### src/rtl/clkpwr_pkg.sv
package clkpwr_pkg;

  typedef enum logic [3:0] {
    SQ_RESET,
    SQ_UP_OSC,
    SQ_UP_WAIT,
    SQ_UP_LOAD,
    SQ_UP_RESTORE,
    SQ_UP_UND,
    SQ_UP_DIV,
    SQ_ON,
    SQ_DN_DIS,
    SQ_DN_WAITLOW,
    SQ_DN_TRI,
    SQ_DN_GATE,
    SQ_DN_OSC,
    SQ_OFF
  } seq_state_e;

  typedef struct packed {
    logic osc_en;
    logic buf_en;
    logic mclk_gate;
    logic div_oe;
    logic div_run;
    logic und_act;
    logic cnt_rst;
    logic force_max;
    logic restore;
    logic load_req;
    logic busy;
  } seq_ctl_t;

endpackage

### src/rtl/clkpwr_sync.sv
module clkpwr_sync #(
  parameter int unsigned STAGES  = 2,
  parameter logic        RST_VAL = 1'b0
) (
  input  logic clk,
  input  logic rst_n,
  input  logic d,
  output logic q
);

  logic [STAGES-1:0] sr_q;

  always_ff @(posedge clk or negedge rst_n) begin
    if (!rst_n) sr_q <= {STAGES{RST_VAL}};
    else        sr_q <= {sr_q[STAGES-2:0], d};
  end

  assign q = sr_q[STAGES-1];

endmodule

### src/rtl/clkpwr_stab_cnt.sv
module clkpwr_stab_cnt #(
  parameter int unsigned STAB_CYCLES = 256
) (
  input  logic clk,
  input  logic rst_n,
  input  logic run,
  output logic done
);

  localparam int unsigned W = (STAB_CYCLES > 2) ? $clog2(STAB_CYCLES) : 1;
  localparam logic [W-1:0] LAST = W'(STAB_CYCLES - 1);

  logic [W-1:0] cnt_q, cnt_d;

  assign done = run && (cnt_q == LAST);

  always_comb begin
    if (!run)      cnt_d = '0;
    else if (done) cnt_d = '0;
    else           cnt_d = cnt_q + W'(1);
  end

  always_ff @(posedge clk or negedge rst_n) begin
    if (!rst_n) cnt_q <= '0;
    else        cnt_q <= cnt_d;
  end

  AST_DONE_AFTER_RUN: assert property (@(posedge clk) disable iff (!rst_n)
    done |-> $past(run)) else $error("settle count ended without a running window");

endmodule

### src/rtl/clkpwr_fsm.sv
module clkpwr_fsm
  import clkpwr_pkg::*;
(
  input  logic     clk,
  input  logic     rst_n,
  input  logic     want_on,
  input  logic     div_lvl,
  input  logic     nvm_ack,
  input  logic     stab_done,
  output logic     stab_run,
  output seq_ctl_t ctl
);

  seq_state_e state_q, state_d;
  logic       por_q, por_d;

  always_comb begin
    state_d = state_q;
    por_d   = por_q;
    unique case (state_q)
      SQ_RESET:      state_d = SQ_UP_OSC;
      SQ_UP_OSC:     state_d = SQ_UP_WAIT;
      SQ_UP_WAIT:    if (stab_done) state_d = por_q ? SQ_UP_LOAD : SQ_UP_RESTORE;
      SQ_UP_LOAD:    if (nvm_ack) begin
                       state_d = SQ_UP_UND;
                       por_d   = 1'b0;
                     end
      SQ_UP_RESTORE: state_d = SQ_UP_UND;
      SQ_UP_UND:     state_d = SQ_UP_DIV;
      SQ_UP_DIV:     state_d = SQ_ON;
      SQ_ON:         if (!want_on) state_d = SQ_DN_DIS;
      SQ_DN_DIS:     state_d = SQ_DN_WAITLOW;
      SQ_DN_WAITLOW: if (!div_lvl) state_d = SQ_DN_TRI;
      SQ_DN_TRI:     state_d = SQ_DN_GATE;
      SQ_DN_GATE:    state_d = SQ_DN_OSC;
      SQ_DN_OSC:     state_d = SQ_OFF;
      SQ_OFF:        if (want_on) state_d = SQ_UP_OSC;
      default:       state_d = SQ_RESET;
    endcase
  end

  always_ff @(posedge clk or negedge rst_n) begin
    if (!rst_n) begin
      state_q <= SQ_RESET;
      por_q   <= 1'b1;
    end else begin
      state_q <= state_d;
      por_q   <= por_d;
    end
  end

  assign stab_run = (state_q == SQ_UP_WAIT);

  always_comb begin
    ctl      = '0;
    ctl.busy = 1'b1;
    unique case (state_q)
      SQ_RESET: ;
      SQ_UP_OSC: begin
        ctl.osc_en = 1'b1; ctl.buf_en = 1'b1; ctl.mclk_gate = 1'b1;
        ctl.force_max = 1'b1;
      end
      SQ_UP_WAIT: begin
        ctl.osc_en = 1'b1; ctl.buf_en = 1'b1; ctl.mclk_gate = 1'b1;
      end
      SQ_UP_LOAD: begin
        ctl.osc_en = 1'b1; ctl.buf_en = 1'b1; ctl.mclk_gate = 1'b1;
        ctl.load_req = 1'b1;
      end
      SQ_UP_RESTORE: begin
        ctl.osc_en = 1'b1; ctl.buf_en = 1'b1; ctl.mclk_gate = 1'b1;
        ctl.restore = 1'b1;
      end
      SQ_UP_UND: begin
        ctl.osc_en = 1'b1; ctl.buf_en = 1'b1; ctl.mclk_gate = 1'b1;
        ctl.und_act = 1'b1;
      end
      SQ_UP_DIV, SQ_ON: begin
        ctl.osc_en = 1'b1; ctl.buf_en = 1'b1; ctl.mclk_gate = 1'b1;
        ctl.und_act = 1'b1; ctl.div_oe = 1'b1; ctl.div_run = 1'b1;
        ctl.busy = (state_q != SQ_ON);
      end
      SQ_DN_DIS, SQ_DN_WAITLOW: begin
        ctl.osc_en = 1'b1; ctl.buf_en = 1'b1; ctl.mclk_gate = 1'b1;
        ctl.und_act = 1'b1; ctl.div_oe = 1'b1;
        ctl.cnt_rst = (state_q == SQ_DN_DIS);
      end
      SQ_DN_TRI: begin
        ctl.osc_en = 1'b1; ctl.buf_en = 1'b1; ctl.mclk_gate = 1'b1;
        ctl.und_act = 1'b1;
      end
      SQ_DN_GATE: begin
        ctl.osc_en = 1'b1; ctl.buf_en = 1'b1;
      end
      SQ_DN_OSC: ;
      SQ_OFF:    ctl.busy = 1'b0;
      default: ;
    endcase
  end

  AST_STRB_EXCL: assert property (@(posedge clk) disable iff (!rst_n)
    $onehot0({ctl.cnt_rst, ctl.force_max, ctl.restore, ctl.load_req})) else $error("two requests at once");
  AST_TRI_AFTER_LOW: assert property (@(posedge clk) disable iff (!rst_n)
    $fell(ctl.div_oe) |-> !$past(div_lvl)) else $error("divided output released while high");
  AST_RESTORE_AFTER_WAIT: assert property (@(posedge clk) disable iff (!rst_n)
    $rose(ctl.restore) |-> $past(stab_done)) else $error("restore before settle time");
  AST_LOAD_AFTER_WAIT: assert property (@(posedge clk) disable iff (!rst_n)
    $rose(ctl.load_req) |-> $past(stab_done)) else $error("load before settle time");
  AST_GATE_AFTER_TRI: assert property (@(posedge clk) disable iff (!rst_n)
    $fell(ctl.mclk_gate) |-> !ctl.div_oe) else $error("clock gated with divided output driven");
  AST_IDLE_QUIET: assert property (@(posedge clk) disable iff (!rst_n)
    !ctl.busy |-> !(ctl.cnt_rst || ctl.force_max || ctl.restore || ctl.load_req)) else $error("request while idle");
  AST_RUN_NEEDS_CLK: assert property (@(posedge clk) disable iff (!rst_n)
    ctl.div_run |-> (ctl.osc_en && ctl.mclk_gate)) else $error("divider running without clock");

endmodule

### src/rtl/clkgen_pwr_seq.sv
module clkgen_pwr_seq
  import clkpwr_pkg::*;
#(
  parameter int unsigned SYNC_STAGES = 2,
  parameter int unsigned STAB_CYCLES = 256
) (
  input  logic mclk,
  input  logic rst_n,
  input  logic pd_pin,
  input  logic pd_mode,
  input  logic en0_n,
  input  logic div_lvl,
  input  logic nvm_ack,
  output logic osc_en,
  output logic buf_en,
  output logic mclk_gate,
  output logic div_oe,
  output logic und_oe,
  output logic div_run,
  output logic cnt_rst,
  output logic force_max,
  output logic restore_div,
  output logic nvm_load_req,
  output logic busy
);

  logic     rst_q;
  logic     pin_s;
  logic     want_on;
  logic     stab_run;
  logic     stab_done;
  seq_ctl_t ctl;

  clkpwr_sync #(.STAGES(2), .RST_VAL(1'b0)) u_rst_sync (
    .clk(mclk), .rst_n(rst_n), .d(1'b1), .q(rst_q)
  );

  clkpwr_sync #(.STAGES(SYNC_STAGES), .RST_VAL(1'b1)) u_pin_sync (
    .clk(mclk), .rst_n(rst_q), .d(pd_pin), .q(pin_s)
  );

  assign want_on = !pd_mode || pin_s;

  clkpwr_stab_cnt #(.STAB_CYCLES(STAB_CYCLES)) u_stab (
    .clk(mclk), .rst_n(rst_q), .run(stab_run), .done(stab_done)
  );

  clkpwr_fsm u_fsm (
    .clk(mclk), .rst_n(rst_q), .want_on(want_on), .div_lvl(div_lvl),
    .nvm_ack(nvm_ack), .stab_done(stab_done), .stab_run(stab_run), .ctl(ctl)
  );

  assign osc_en       = ctl.osc_en;
  assign buf_en       = ctl.buf_en;
  assign mclk_gate    = ctl.mclk_gate;
  assign div_oe       = ctl.div_oe;
  assign div_run      = ctl.div_run;
  assign und_oe       = ctl.und_act && !en0_n;
  assign cnt_rst      = ctl.cnt_rst;
  assign force_max    = ctl.force_max;
  assign restore_div  = ctl.restore;
  assign nvm_load_req = ctl.load_req;
  assign busy         = ctl.busy;

  AST_UND_NEEDS_CLK: assert property (@(posedge mclk) disable iff (!rst_q)
    und_oe |-> (mclk_gate && osc_en)) else $error("undivided output driven without clock");

endmodule

### config.mk
export PLATFORM = sky130hd
export DESIGN_NAME = clkgen_pwr_seq
export DESIGN_NICKNAME = d
export VERILOG_FILES = /design/src/rtl/clkpwr_pkg.sv /design/src/rtl/clkpwr_sync.sv /design/src/rtl/clkpwr_stab_cnt.sv /design/src/rtl/clkpwr_fsm.sv /design/src/rtl/clkgen_pwr_seq.sv
export SDC_FILE = /design/constraint.sdc
export NUM_CORES = 1
export LEC_CHECK = 0
export BUFFER_PORTS_ARGS = -buffer_cell sky130_fd_sc_hd__buf_2
export CAP_MARGIN = 20
export CORE_MARGIN = 4
export CORE_UTILIZATION = 25
export DETAILED_ROUTE_END_ITERATION = 12
export GPL_TIMING_DRIVEN = 0
export REMOVE_ABC_BUFFERS = 1
export SYNTH_ARGS = -nofsm -noshare
export SYNTH_HDL_FRONTEND = slang
export SYNTH_SLANG_ARGS = --single-unit
### constraint.sdc
create_clock -name mclk -period 2.1 [get_ports mclk]
set_input_delay 0.315 -clock mclk [delete_from_list [all_inputs] [get_ports mclk]]
set_output_delay 0.315 -clock mclk [all_outputs]
set_load 0.01 [all_outputs]
* Yosys cells after proc, flatten, opt, wreduce, memory -nomap -nowiden
Index checks and enable logic that the tools add are counted.
** Storage, ports and cells
- Flip-flop bits (word level) :: 17
- Output and inout bits :: 11
- Word-level logic and storage cells :: 59
** Cells by class
- $add $sub $neg :: 1
- Equality and inequality tests :: 20
- Mux-type cells :: 19
- Reductions and logical operators :: 14
** Operator list (number)
- $pmux 4 s14 :: 1
- $eq 4x4->1 const B :: 6
- $mux 4 :: 5
- $eq 4x3->1 const B :: 4
- $mux 8 :: 2
- $reduce_or 11->1 :: 1
- $reduce_or 10->1 :: 1
- $add 8x1->8 const B :: 1
- $eq 4x2->1 const B :: 2
- $eq 8x8->1 const B :: 1
- $mux 1 :: 8
- $ne 2x2->1 const B :: 4
- $reduce_or 6->1 :: 1
- $reduce_and 5->1 :: 1
- $eq 4x1->1 const B :: 1
- $logic_not 4->1 :: 1
- $ne 4x3->1 const B :: 1
- $reduce_or 2->1 :: 2
- $reduce_or 4->1 :: 1
- $mux 3 :: 1
- $logic_and 1x1->1 :: 2
- $logic_not 1->1 :: 2
- $mux 2 :: 1
- $ne 2x1->1 const B :: 1
- 3 further kinds :: 3

* Depth between registers and ports, before layout
Gate-level depths: netlist (run 1).
- Depth after elaboration :: 4
- Gate-level depth with buffers :: 6
- Gate-level depth less buffers :: 5

* Modules after synthesis
From an unflattened synthesis (run 1), not the netlist that was laid out.
** Unflattened totals
- Cells, all modules :: 113
- Area, all modules :: 987.2 um2
** By module, submodules not included
- clkpwr_fsm :: times used 1, cells each 66, area an instance 476.7 um2
- clkpwr_stab_cnt :: times used 1, cells each 40, area an instance 384.1 um2
- clkpwr_sync (u_pin_sync) :: times used 1, cells each 2, area an instance 52.6 um2
- clkpwr_sync (u_rst_sync) :: times used 1, cells each 2, area an instance 50.0 um2
- clkgen_pwr_seq :: times used 1, cells each 3, area an instance 23.8 um2

* Worst setup path after synthesis (run 1)
OpenSTA, ideal clock, no wires.
- Kind :: register -> output
- From :: register u_fsm.state_q[0]
- To :: output osc_en
- Arrival time :: 1.314 ns
- Data required time :: 1.785 ns
- Path slack :: 0.471 ns
- Cell stages (with the launch flop) :: 6
- Path buffers :: 3
- Path through :: dfrtp_1 buf_6 clkbuf_1 nor4_1 a21oi_1 buf_4
** Between the ends
- Word-level cells in the longest chain between the ends :: 3
- Elaborated cells between the ends (all ways) :: 13
** RTL lines
- start: declaration :: line clkpwr_fsm.sv:14 : seq_state_e state_q, state_d;
- start signal: assignment :: line clkpwr_fsm.sv:47 : state_q <= state_d;
- $eq 4x2->1, or another cell as far along :: line clkpwr_fsm.sv:57 : unique case (state_q)
- $reduce_or 11->1 (no source line) (*)
- $mux 2 (*) :: line clkpwr_fsm.sv:57
- end: declaration :: line clkgen_pwr_seq.sv:14 : output logic osc_en,
Every way passes the cells marked *; elsewhere a longest branch is shown, timed or not.

* Worst setup path in the final report (run 1)
- From :: register u_fsm.state_q[0]
- To :: output und_oe
** Between the ends
- Word-level cells in the longest chain between the ends :: 4
- Elaborated cells between the ends (all ways) :: 9
** RTL lines
- $eq 4x3->1 / $eq 4x4->1 (equally long branches) :: line clkpwr_fsm.sv:57
- $reduce_or 6->1 (no source line) (*)
- $mux 1 (*) :: line clkpwr_fsm.sv:57
- $logic_and 1x1->1 (*) :: line clkgen_pwr_seq.sv:58 : assign und_oe = ctl.und_act && !en0_n;
- end: declaration :: line clkgen_pwr_seq.sv:18 : output logic und_oe,
Marks and branches as above.

==> flow_summary.toml, run 1 <==
[run_status]
outcome = "finished clean"

[worst_setup_path]
regToRegSetupSlack_ps = 190
worst-path-buf-inv = 1
critPathRequiredTime_ps = 1780
startpoint = "u_fsm.state_q[0]"
r2r_end = "u_fsm.state_q[2]"
crit_type = "reg2out"
r2r_cells = 4
critical_path_peak_fanout = 18
path_cells = "o21ai_0 -> a211oi_1 -> buf_2"
path_delay_family = "flip-flops"
crit_path_end_kind = "primary output"
arrival_ps = 1660
worstSetupStartpointType = "flip-flop"
slowest_delay_ps = 690
cp.depth = 3
reg2reg_from = "u_fsm.state_q[0]"
critPathSlowestCell = "dfrtp_1"

[finish]
syn_to_final_growth_pct = 15.2
n_antenna_cell = 0
final_util_pct = 30.4
mostFrequentLayoutCell = "buf_2"
nets = 129
layout_common_cells = "buf_2 (17), dfrtp_1 (12), nor2_1 (11)"
drive_gt1_share_pct = 25.0
design_area_sq_um = 1130

[route]
drt-pass1-iter-count = 4
avgRoutedWirePerCell_microns = 12.4
drc = 0
postRouteAntennaNets = 0
dr.first_iter.drc_count = 16
via_count = 829
vias_per_cell = 4.93
totalWireLength_microns = 2090

[timing]
setup_viol = 0
worst_pin_slew_ps = 605
rsz0062_at_grt = "false"
slew_headroom_pct = 59.6
setup_tns_ps = 0
hold_viol = 0
setup_slack_ps = 124
hold_ws_ps = 164
fin_crit_sh_pct = 94.1
min_period_ps = 1980
clock.fmax_ghz = 0.506
slew_viol_final = 0
finClkSkew_ps = 6.06

[synth]
synth-xor-area-share_pct = 4.46
syn_avg_cell_area_sq_um = 9.09
synth_seq_cells = 17
ys_types = 43
async_flop_share_pct = 100
yosysWarnings = 0
synthMuxAreaShare_pct = 2.29
yosys.area_share.simple_pct = 23.1
syn-instance-count = 108
synth_area_leaders = "dfrtp_1 (36%), dfstp_2 (8.0%), nor2_1 (4.2%)"
ys.flop_type = "dfrtp_1"
synth.top_cell.area_share_pct = 35.7
synth_fa_ha_area_share_pct = 1.27
synth_compound_area_share_pct = 18.2
synth-edff-count = 0
yosysSeqAreaShare_pct = 43.7
synth_top_family_by_area = "simple AND/OR/NAND/NOR gates"
synth_top_area_cell = "dfrtp_1"
netlist_area_sq_um = 982

[clock_tree]
cts.sinks = 17
cts.path.max_buffers = 2
cts_buffers = 3
cts_setup_buffers = 0
htree_levels = 1
tritoncts = "done"
insertion_delay_ps = 250
clkTransAtPathRegs_ps = 70
cts_root_buf = "clkbuf_8"

[die]
start_util_pct = 26.4
fp.dieW_microns = 70.7
fp.coreArea_sq_um = 3720
die_h_microns = 70.7
rows = 22
dieArea_sq_um = 5000
pin_count = 18

[placed_design]
gp_congestion = 0.781
place_hpwl_microns = 1420
placed_area_sq_um = 1070
dp_slack_ps = 210
numPortBuffers = 17

[worst_hold_path]
min_path_cells = 1
min_from = "pd_pin"
min_path_type = "in2reg"
min_to = "u_pin_sync.sr_q[0]"

[pwr]
p_leak_nw = 0.483
peakVddDrop_mv = 0.496
power.density_nw_per_um2 = 1180

[global_routing]
grt_pass1_wl_microns = 3450
track_usage_pct = 8.38
antenna_found_initial = 0
grt_pass1_vias = 812
overflow = 0
grt_max_degree = 20

[flow_run]
max_cap_violations = 0
==> worst max-delay path by stage <==
stage	to	slack, ps
final	und_oe	120
after detailed placement	u_fsm.state_q[2]	210
after floorplan	u_fsm.state_q[2]	410
after CTS	und_oe	100
after global routing	und_oe	7
after global placement	u_fsm.state_q[2]	230
==> flip-flops by register name, indices dropped and copies added, names as in the netlist <==
signal and count:
u_stab.cnt_q 8, u_pin_sync.sr_q 2, u_fsm.por_q 1, u_fsm.state_q 4
u_rst_sync.sr_q 2
==> metal layers <==
metal | vias up | GRT usage [%] | part of all wire [%]
li1 | 402 | - | -
met1 | 405 | 10.1 | 47
met2 | 20 | 13.8 | 49
met3 | 2 | 2.13 | 3.9
met4 | 0 | 4.18 | 0.38
met5 | - | 0 | 0
==> cell usage after synthesis, drive strengths merged (2+ instances only) <==
library cell / count
dfrtp: 14
nor2: 11
nand2: 8
a21oi: 7
buf: 7
nor3: 6
nand3: 5
xor2: 4
a31oi: 3
clkbuf: 3
dfstp: 3
inv: 3
nor2b: 3
o21ai: 3
a211oi: 2
and2: 2
mux2: 2
nand2b: 2
==> cell families after synthesis <==
logic type                 after synthesis
AOI/OAI and AO/OA                       25
buffers and inverters                   13
and+or+nand+nor                         44
muxes                                    2
adders and majority gates                1
other                                    1
xor gates and xnor gates                 5
DFF                                     17
==> per-stage QoR <==
step                      instances  power (W)
final                           168    0.00134
after global routing            168    0.00144
after CTS                       168    0.00134
after detailed placement        163    0.00109
after global placement          163    0.00108
after floorplan                  98   0.000895
==> layout make-up <==
class | instances | area, sq um
Clock buffer | 4 | 45.0
Fill cell | 397 | 2580
Inverter | 3 | 11.3
Multi-Input combinational cell | 78 | 488
Sequential cell | 17 | 432
Tap cell | 48 | 60.1
Timing Repair Buffer | 18 | 95.1
==> what timing repair did <==
action | CTS | global route
hold endpoints to repair | 2 | 0
gates resized for setup | 0 | 2
hold buffers | 1 | 0
endpoints found under the setup margin | 0 | 2
==> power breakdown <==
part | switching [W] | internal, W
combinational | 0.000283 | 0.000258
sequential | 0.000176 | 0.000377
clock | 0.000108 | 0.000134
No activity file was read; power rests on OpenSTA's default activity.
==> run 2, diff against run 1 <==
Clock period 2.1 ns to 1.7 ns, I/O delays scaled along.
==> run 2 against run 1 <==
Sequential share of layout area decreased by 3.8 points. Global-route usage is 0.49 points higher. Core utilization up 3.6 points. Sequential cell count unchanged. Cell count rose by 8.9%. First-iteration DRC count grew 100%. Register-to-register slack worse by 130 ps. Via count increased by 7.1%. Combinational power rose by 96%.
==> flow_summary.toml, run 2 (same netlist as run 1, synthesis figures left out) <==
[finish]
drive_gt1_share_pct = 40.0
nets = 144
n_antenna_cell = 0
reg.largest.list = "u_stab.cnt_q (8), u_fsm.state_q (4)"
syn_to_final_growth_pct = 28.8
largest_register_ffs = 8
largest-register = "u_stab.cnt_q"
layout_common_cells = "buf_2 (19), buf_4 (13), nor2_1 (11)"
fillCellCount = 397
design_area_sq_um = 1260
mostFrequentLayoutCell = "buf_2"
final_util_pct = 34.0

[global_routing]
grt_max_degree = 20
track_usage_pct = 8.87
antenna_found_initial = 0
overflow = 0
grt_pass1_vias = 838
grt_pass1_wl_microns = 3630

[route]
drt-pass1-iter-count = 4
vias_per_cell = 4.85
avgRoutedWirePerCell_microns = 13.3
totalWireLength_microns = 2440
via_count = 888
postRouteAntennaNets = 0
dr.first_iter.drc_count = 32
drc = 0

[worst_setup_path]
arrival_ps = 1780
path_delay_family = "simple AND/OR/NAND/NOR gates"
worstSetupStartpointType = "flip-flop"
reg2reg_from = "u_fsm.state_q[0]"
critical_path_peak_fanout = 7
worst-path-buf-inv = 0
critPathRequiredTime_ps = 1830
regToRegSetupSlack_ps = 60
critPathSlowestCell = "or4b_4"
crit_path_end_kind = "flip-flop"
path_cells = "or4b_4 -> a41o_4 -> nand2_2 -> o41ai_2"
slowest_delay_ps = 610
r2r_cells = 4
crit_type = "reg2reg"
r2r_end = "u_fsm.state_q[2]"

[die]
fp.dieW_microns = 70.7
pin_count = 18
fp.coreArea_sq_um = 3720
die_h_microns = 70.7
start_util_pct = 26.4
rows = 22
dieArea_sq_um = 5000

[placed_design]
gp_congestion = 0.781
place_hpwl_microns = 1420
numPortBuffers = 17
placed_area_sq_um = 1070

[pwr]
power.density_nw_per_um2 = 1540
share_comb_of_total_power_pct = 54.3
intPower_w = 0.00116
p_seq_share_pct = 30.3
p_leak_nw = 0.562
switching_power_w = 0.000796
swShare_pct = 40.8
p_clk_share_pct = 15.4
peakVddDrop_mv = 0.630

[clock_tree]
cts_root_buf = "clkbuf_8"
tritoncts = "done"
insertion_delay_ps = 250
clkTransAtPathRegs_ps = 70
cts.path.max_buffers = 2
cts.sinks = 17
htree_levels = 1
cts_buffers = 3

[run_status]
outcome = "finished clean"

[timing]
rsz0062_at_grt = "true"
finClkSkew_ps = 4.42
worst_pin_slew_ps = 612
setup_viol = 0
hold_ws_ps = 102
slew_viol_final = 0
slew_headroom_pct = 59.2
clock.fmax_ghz = 0.609
min_period_ps = 1640
fin_crit_sh_pct = 96.6
hold_viol = 0

[worst_hold_path]
min_from = "pd_pin"
min_to = "u_pin_sync.sr_q[0]"
min_path_type = "in2reg"
min_path_cells = 1

[flow_run]
max_cap_violations = 0
## run 2: cell count changes in the layout (fill, tap and decap cells not counted), sizes merged
cell,change
buf,+15
## run 2: worst reg2reg max path: stages, from the launching register on
cell	delay (ps)
dfrtp_2	470
or4b_4	610
a41o_4	290
nand2_2	80
o41ai_2	80
## run 2: worst max-delay path by stage
stage | start | end | slack (ps) | depth (start not counted)
6_report | u_fsm.state_q[0] | u_fsm.state_q[2] | 60 | 4
3_5_place_dp | u_fsm.state_q[0] | u_fsm.state_q[2] | -190 | 4
5_1_grt | u_stab.cnt_q[1] | u_fsm.state_q[2] | -20 | 5
3_3_place_gp | u_fsm.state_q[0] | u_fsm.state_q[2] | -170 | 4
4_1_cts | u_fsm.state_q[0] | u_fsm.state_q[2] | -0.5 | 4
2_1_floorplan | u_fsm.state_q[0] | u_fsm.state_q[2] | 8 | 4
## run 2: routing by layer
layer	part of all wire (%)	global-route usage [%]	up-vias
li1	-	-	434
met1	46	10.8	432
met2	51	14.8	20
met3	3.3	2.13	2
met4	0.20	3.97	0
met5	0	0	-
## run 2: area by class of cell
cell class / count / area, sq um / area share (%)
repair buffers: 33 / 203 / 16.0
inverters: 3 / 11.3 / 0.890
clock buffers: 4 / 45.0 / 3.56
well taps: 48 / 60.1 / 4.75
flip-flops and latches: 17 / 434 / 34.3
multi-input cells: 78 / 512 / 40.5
## run 2: repair_timing
action / in CTS / in global routing
setup buffers: 5 / 10
gates resized for setup: 6 / 7
endpoints found under the hold margin: 2 / 0
endpoints found under the setup margin: 15 / 9
hold buffers: 1 / 0
pin swaps: 0 / 1
## run 2: metrics by stage
step	setup TNS [ps]	std cells	power, W	setup WS [ps]
3_3_place_gp	-578	163	0.00133	-165
4_1_cts	-0.695	173	0.00175	-0.523
3_5_place_dp	-825	163	0.00135	-190
5_1_grt	-23.1	183	0.00209	-16.3
2_1_floorplan	0	98	0.00111	7.77
6_report	0	183	0.00195	58.0
## run 2: power by group through the flow
stage	Combinational, W	Clock, W	Sequential (W)
6_report	0.00106	0.000300	0.000592
5_1_grt	0.00116	0.000328	0.000604
4_1_cts	0.000800	0.000309	0.000640
3_5_place_dp	0.000662	0	0.000685
3_3_place_gp	0.000653	0	0.000676
2_1_floorplan	0.000483	0	0.000622
